**src/rtl/pcmrx_pkg.sv**
```systemverilog
package pcmrx_pkg;
  localparam int PCM_MAX_PAIRS   = 3;
  localparam int PCM_MAX_WIDTH   = 24;
  localparam int PCM_WORD_W      = 32;
  localparam int PCM_SYNC_STAGES = 2;
  localparam int PCM_IDX_W  = (PCM_MAX_PAIRS > 1) ? $clog2(PCM_MAX_PAIRS) : 1;
  localparam int PCM_PSEL_W = $clog2(PCM_MAX_PAIRS + 1);
  localparam int PCM_WSEL_W = $clog2(PCM_MAX_WIDTH + 1);

  // Strobes from control to datapath
  typedef struct packed {
    logic                 restart;    // first bit of a new slot
    logic                 shiftEn;    // append bit to current sample
    logic                 latchHold;  // move finished slot into hold registers
    logic                 pushEn;     // emit one held sample
    logic [PCM_IDX_W-1:0] pushIdx;    // which line to emit
  } pcmStrobe_t;
endpackage

```
**src/rtl/pcmrx_ctrl.sv**
```systemverilog
module pcmrx_ctrl
  import pcmrx_pkg::*;
#(
  parameter int SYNC_STAGES = PCM_SYNC_STAGES
) (
  input  logic                  clk,
  input  logic                  rstN,
  input  logic                  bclkIn,
  input  logic                  lrclkIn,
  input  logic                  run,
  input  logic [PCM_PSEL_W-1:0] pairSel,
  input  logic [PCM_WSEL_W-1:0] widthSel,
  output pcmStrobe_t            strb,
  output logic                  ctrlBusy
);
  localparam logic [PCM_WSEL_W-1:0] WMAX = PCM_WSEL_W'(PCM_MAX_WIDTH);
  localparam logic [PCM_PSEL_W-1:0] PMAX = PCM_PSEL_W'(PCM_MAX_PAIRS);

  logic [SYNC_STAGES:0]   bSh;
  logic [SYNC_STAGES-1:0] lSh;
  logic bRise, lrNow, newSlot, shiftOk, latchNow;
  logic lrPrev, lrPrev2;
  logic [1:0] primed;
  logic capturing, pushing;
  logic [PCM_WSEL_W-1:0] bitCnt, widthLat, effWidth;
  logic [PCM_PSEL_W-1:0] pairsLat, effPairs;
  logic [PCM_IDX_W-1:0]  pushIdx, pushLast;

  // Link clock synchronizers; bclk carries one extra stage for edge detect
  always_ff @(posedge clk or negedge rstN) begin
    if (!rstN) begin
      bSh <= '0;
      lSh <= '0;
    end else begin
      bSh <= {bSh[SYNC_STAGES-1:0], bclkIn};
      lSh <= {lSh[SYNC_STAGES-2:0], lrclkIn};
    end
  end

  assign bRise = bSh[SYNC_STAGES-1] & ~bSh[SYNC_STAGES];
  assign lrNow = lSh[SYNC_STAGES-1];

  always_comb begin
    effWidth = widthSel;
    if (widthSel == '0 || widthSel > WMAX) effWidth = WMAX;
    effPairs = pairSel;
    if (pairSel == '0) effPairs = PCM_PSEL_W'(1);
    else if (pairSel > PMAX) effPairs = PMAX;
  end

  // The bit taken at a rise belongs to the slot the frame clock showed at
  // the previous rise (one-bit delay); a change there marks a slot start.
  assign newSlot  = bRise && (primed == 2'd2) && (lrPrev != lrPrev2);
  assign shiftOk  = bRise && !newSlot && (bitCnt < widthLat);
  assign latchNow = newSlot && capturing;

  always_ff @(posedge clk or negedge rstN) begin
    if (!rstN) begin
      lrPrev    <= 1'b0;
      lrPrev2   <= 1'b0;
      primed    <= '0;
      capturing <= 1'b0;
      bitCnt    <= '0;
      widthLat  <= WMAX;
      pairsLat  <= PCM_PSEL_W'(1);
    end else begin
      if (bRise) begin
        lrPrev  <= lrNow;
        lrPrev2 <= lrPrev;
        if (primed != 2'd2) primed <= primed + 2'd1;
      end
      if (newSlot) begin
        bitCnt <= PCM_WSEL_W'(1);
        if (!lrPrev) begin          // a left slot starts: collection boundary
          capturing <= run;
          if (run) begin
            widthLat <= effWidth;
            pairsLat <= effPairs;
          end
        end
      end else if (shiftOk) begin
        bitCnt <= bitCnt + 1'b1;
      end
    end
  end

  // Push sequencer: walks the enabled lines once per finished slot
  always_ff @(posedge clk or negedge rstN) begin
    if (!rstN) begin
      pushing  <= 1'b0;
      pushIdx  <= '0;
      pushLast <= '0;
    end else if (latchNow) begin
      pushing  <= 1'b1;
      pushIdx  <= '0;
      pushLast <= PCM_IDX_W'(pairsLat - 1'b1);
    end else if (pushing) begin
      if (pushIdx == pushLast) pushing <= 1'b0;
      else pushIdx <= pushIdx + 1'b1;
    end
  end

  assign strb.restart   = newSlot;
  assign strb.shiftEn   = shiftOk;
  assign strb.latchHold = latchNow;
  assign strb.pushEn    = pushing;
  assign strb.pushIdx   = pushIdx;
  assign ctrlBusy       = capturing | pushing;
endmodule

```
**src/rtl/pcmrx_datapath.sv**
```systemverilog
module pcmrx_datapath
  import pcmrx_pkg::*;
#(
  parameter int SYNC_STAGES = PCM_SYNC_STAGES
) (
  input  logic                     clk,
  input  logic                     rstN,
  input  logic [PCM_MAX_PAIRS-1:0] sdataIn,
  input  pcmStrobe_t               strb,
  output logic                     pushValid,
  output logic [PCM_WORD_W-1:0]    pushData
);
  logic [PCM_MAX_PAIRS-1:0] dSh [SYNC_STAGES];
  logic [PCM_MAX_PAIRS-1:0] dBit;
  logic [PCM_MAX_WIDTH-1:0] shReg   [PCM_MAX_PAIRS];
  logic [PCM_MAX_WIDTH-1:0] holdArr [PCM_MAX_PAIRS];

  // Same depth as the bit-clock path so a bit lines up with its edge
  always_ff @(posedge clk or negedge rstN) begin
    if (!rstN) begin
      for (int s = 0; s < SYNC_STAGES; s++) dSh[s] <= '0;
    end else begin
      dSh[0] <= sdataIn;
      for (int s = 1; s < SYNC_STAGES; s++) dSh[s] <= dSh[s-1];
    end
  end
  assign dBit = dSh[SYNC_STAGES-1];

  for (genvar g = 0; g < PCM_MAX_PAIRS; g++) begin : gLane
    always_ff @(posedge clk or negedge rstN) begin
      if (!rstN) begin
        shReg[g]   <= '0;
        holdArr[g] <= '0;
      end else begin
        if (strb.latchHold) holdArr[g] <= shReg[g];
        if (strb.restart)
          shReg[g] <= {{(PCM_MAX_WIDTH-1){1'b0}}, dBit[g]};
        else if (strb.shiftEn)
          shReg[g] <= {shReg[g][PCM_MAX_WIDTH-2:0], dBit[g]};
      end
    end
  end

  always_ff @(posedge clk or negedge rstN) begin
    if (!rstN) begin
      pushValid <= 1'b0;
      pushData  <= '0;
    end else begin
      pushValid <= strb.pushEn;
      if (strb.pushEn) pushData <= PCM_WORD_W'(holdArr[strb.pushIdx]);
    end
  end
endmodule

```
**src/rtl/pcmrx_top.sv**
```systemverilog
module pcmrx_top
  import pcmrx_pkg::*;
(
  input  logic                     clk,
  input  logic                     rstN,
  input  logic                     bclk,
  input  logic                     lrclk,
  input  logic [PCM_MAX_PAIRS-1:0] sdata,
  input  logic                     run,
  input  logic [PCM_PSEL_W-1:0]    pairSel,
  input  logic [PCM_WSEL_W-1:0]    widthSel,
  output logic                     pushValid,
  output logic [PCM_WORD_W-1:0]    pushData,
  output logic                     busy
);
  pcmStrobe_t strb;
  logic ctrlBusy;

  pcmrx_ctrl #(.SYNC_STAGES(PCM_SYNC_STAGES)) uCtrl (
    .clk(clk), .rstN(rstN), .bclkIn(bclk), .lrclkIn(lrclk), .run(run),
    .pairSel(pairSel), .widthSel(widthSel), .strb(strb), .ctrlBusy(ctrlBusy)
  );

  pcmrx_datapath #(.SYNC_STAGES(PCM_SYNC_STAGES)) uData (
    .clk(clk), .rstN(rstN), .sdataIn(sdata), .strb(strb),
    .pushValid(pushValid), .pushData(pushData)
  );

  assign busy = ctrlBusy | pushValid;
endmodule

```
**config.mk**
```make
export PLATFORM = sky130hd
export DESIGN_NAME = pcmrx_top
export DESIGN_NICKNAME = d
export VERILOG_FILES = /design/src/rtl/pcmrx_pkg.sv /design/src/rtl/pcmrx_ctrl.sv /design/src/rtl/pcmrx_datapath.sv /design/src/rtl/pcmrx_top.sv
export SDC_FILE = /design/constraint.sdc
export NUM_CORES = 1
export LEC_CHECK = 0
export BUFFER_PORTS_ARGS = -buffer_cell sky130_fd_sc_hd__buf_2
export CORE_MARGIN = 5
export CORE_UTILIZATION = 52
export DETAILED_ROUTE_END_ITERATION = 10
export MAX_ROUTING_LAYER = met4
export PLACE_DENSITY = 0.83
export SLEW_MARGIN = 20
export SYNTH_ARGS = -nofsm -noshare
export SYNTH_HDL_FRONTEND = slang
export SYNTH_SLANG_ARGS = --single-unit
```
**constraint.sdc**
```tcl
create_clock -name clk -period 1.95 [get_ports clk]
set_input_delay 0.585 -clock clk [delete_from_list [all_inputs] [get_ports clk]]
set_output_delay 0.585 -clock clk [all_outputs]
set_load 0.01 [all_outputs]
```
==> impl_results.md <==
- Synth Flop Type: dfrtp_1
- Hold Path Class: in -> async
- Via count: 6131
- FFs w/ async S/R, synth: 1.00
- Capture point of the worst reg-to-reg path: uData.shReg[12]
- Critical path class: reg -> reg
- # nets final: 847
- Synth cell count leaders: 199 x dfrtp_1, 162 x nand2_1, 126 x a21oi_1
- Fin cells: 1055
- Post-synthesis register bit count: 202
- Port bufs: 40
- Routed wire per std cell: 20.7 um
- Vias in the first global route: 5673
- Worst r2r path cells: 7
- Initial antenna violation count: 0
- Ports: 49
- Final-report max-slew violation count: 0
- Reg2reg start: uCtrl.widthLat[4]
- Total placed cells including tap cells: 995
- Width of the chip: 137 um
- Overall routed net length: 21800 um
- Global-route wire length before repair: 28300 um
- RePlAce Congestion: 0.799
- Vias/cell: 5.81
- Clk buf depth: 3
- Fin worst setup slack: -0.113 ns
- Status: complete, but fails checks
- Final setup TNS: -0.868 ns
- Share of layout cells above drive strength 1: 0.364
- Post-synth top area cell: dfrtp_1
- Mean Syn Cell Area: 11.0 um2
- Post-place instance area: 0.00888 mm2
- CTS tree: built
- Clk_lat worst skew: 0.49 ns
- Starting Density: 0.527
- RSZ-0062 raised after global routing: true
- Synth Instances: 760
- H-tree Lvls: 1
- Tmin final: 2.06 ns
- Most common cell in the synthesized netlist: dfrtp_1
- Power Density: 1300 mW/mm2
- Synth unique cells: 38
- Grt total ovfl: 0
- Setup crit end kind: register
- Hold-fix buffers, CTS: 0
- Max Cap Viol: 0
- Synth area leaders: dfrtp_1 60%, mux2_2 8.2%, a21oi_1 7.6%
- Period utilization: 1.06
- Number of DRC markers in iteration 0: 567
- Clock net sink count: 202
- Final Hold Fails: 0
- Yosys warns: 0
- # fillers: 1042
- Launch point of the worst path: uCtrl.widthLat[4]
- Final Power: 13.6 mW
- Synthesized area: 0.00834 mm2
- Die area: 0.0187 mm2
- Largest net degree at the start of global routing: 70
- Total GRT Usage: 0.192
- Antenna-violating nets left: 0
- Core box area: 0.0158 mm2
- Worst setup SP type: register
- Failing checks: setup timing
- Register area share after synthesis: 0.607
- Worst path arrival time: 2.45 ns
- CP required: 2.33 ns
- Std cell rows: 46
- Maximum VDD drop: 0.000688 V
- Height of the die: 137 um
- Yosys top cell area share: 0.597
- F_max: 0.485 GHz
- CTS Buf Count: 21
- Ant. Diodes: 0
- Crit Path Max Fanout: 12
- Slew headroom: 0.561
- Worst-path clk slew: 0.07 ns
- Final instance area: 0.0105 mm2
- Root buffer cell: clkbuf_16
- Clock Skews: 0.0137 ns
- R2r setup slk: -0.11 ns
- Number of remaining DRC errors: 0
- Setup crit end: uData.shReg[12]
- Slew @ Worst Pin: 0.658 ns
- Final Setup Violations: 37
- Detailed placement HPWL: 9970 um
- Area growth syn-to-layout: 25.4%
- Number of enable flip-flop cells after synthesis: 0
- Lkg Pwr: 4.99 nW
- DR pass1 iterations: 7
==> state kept, by name, summed over array words and instances (netlist names) <==
signal / cells
uData.shReg: 72
uData.pushData: 24
uCtrl.pairsLat: 2
uCtrl.lrPrev2: 1
uCtrl.pushLast: 2
uCtrl.widthLat: 5
uData.holdArr: 72
uData.dBit: 3
uCtrl.capturing: 1
uData.dSh: 3
uCtrl.bSh: 3
uCtrl.primed: 2
uCtrl.pushing: 1
uData.pushValid: 1
uCtrl.bitCnt: 5
uCtrl.lrPrev: 1
uCtrl.lSh: 2
uCtrl.pushIdx: 2
==> worst min path at each step <==
stage	start	to	slack, ns	cells after the start
after floorplan	rstN	uCtrl.bSh[0]	0.29	0
after global placement	uCtrl.bSh[0]	uCtrl.bSh[1]	0.33	0
after detailed placement	uData.dSh[3]	uData.dBit[0]	0.33	0
after CTS	rstN	uData.holdArr[49]	0.05	1
after global routing	rstN	uData.shReg[49]	0.07	1
final	rstN	uData.holdArr[5]	0.05	1
==> layout make-up <==
class / count / area (um2) / area share
inverter: 7 / 26.3 / 0.00251
timing repair buffer: 90 / 952 / 0.0911
multi-input combinational: 504 / 3490 / 0.334
sequential: 202 / 5060 / 0.484
clock buffer: 31 / 633 / 0.0606
tap: 216 / 270 / 0.0258
clock inverter: 5 / 25.0 / 0.00239
==> layer usage <==
metal	up-vias	routed length [um]	share of wire	track usage
met1	3092	8450	0.39	0.258
met3	68	1920	0.088	0.0324
met4	0	675	0.031	0.0375
li1	2667	-	-	-
met2	304	10700	0.49	0.311
met5	-	0	0	-
==> cell usage in the layout, fill, tap and decap left out, types with 3 or more instances in the layout <==
| cell | count |
|---|---|
| dfrtp_1 | 197 |
| nand2_1 | 108 |
| a21oi_1 | 91 |
| mux2_2 | 61 |
| nor2_1 | 53 |
| buf_2 | 39 |
| a21oi_2 | 35 |
| clkbuf_16 | 31 |
| nand2_2 | 27 |
| nand2_4 | 27 |
| mux2i_1 | 24 |
| buf_4 | 20 |
| buf_12 | 13 |
| o21ai_0 | 12 |
| mux2_4 | 10 |
| conb_1 | 8 |
| clkbuf_8 | 8 |
| buf_6 | 6 |
| inv_1 | 5 |
| mux2_1 | 5 |
| clkinv_2 | 5 |
| xor2_1 | 4 |
| ha_1 | 4 |
| nand3_1 | 3 |
| nor2b_1 | 3 |
| clkbuf_1 | 3 |
| dfstp_2 | 3 |
==> metrics by stage <==
| step | utilization | setup slack [ns] | hold slack (ns) |
|---|---|---|---|
| floorplan | - | 0.128 | 0.289 |
| global placement | 0.561 | 0.0763 | 0.335 |
| detailed placement | 0.561 | 0.00125 | 0.335 |
| CTS | 0.604 | -0.0437 | 0.0479 |
| global route | 0.661 | -0.196 | 0.0691 |
| finish | 0.661 | -0.113 | 0.0509 |
==> cells by family (layout without fill, tap and decap cells) <==
family,Yosys count,after routing,synth area share
adder cells (fa/ha/maj),6,6,0.00900
XOR/XNOR,6,6,0.00630
buffers and inverters,63,133,0.0390
multiplexers,100,100,0.136
other,1,8,0.000450
flip-flops,202,202,0.607
AND/OR/NAND/NOR,235,235,0.111
AO/OA/AOI/OAI,147,149,0.0916
==> power by group <==
part / internal [mW] / leakage, nW / switching, mW
Combinational: 1.65 / 1.98 / 2.05
Sequential: 5.18 / 2.68 / 0.835
Clock: 2.23 / 0.332 / 1.63
==> critical path, stage by stage, from the launching register on <==
cell       delay, ns
dfstp_2         0.52
inv_2           0.05
ha_4            0.23
a211oi_4        0.32
o21a_4          0.31
clkbuf_16       0.22
nand2_1         0.08
a21oi_1         0.23
==> timing repair <==
item,4_1_cts,5_1_grt
gates cloned,0,20
endpoints found under the setup margin,7,77
buffers inserted,1,3
hold endpoints to repair,0,0
pin swaps,1,40
resized for setup,4,136
(Power assumes the default switching activity.)
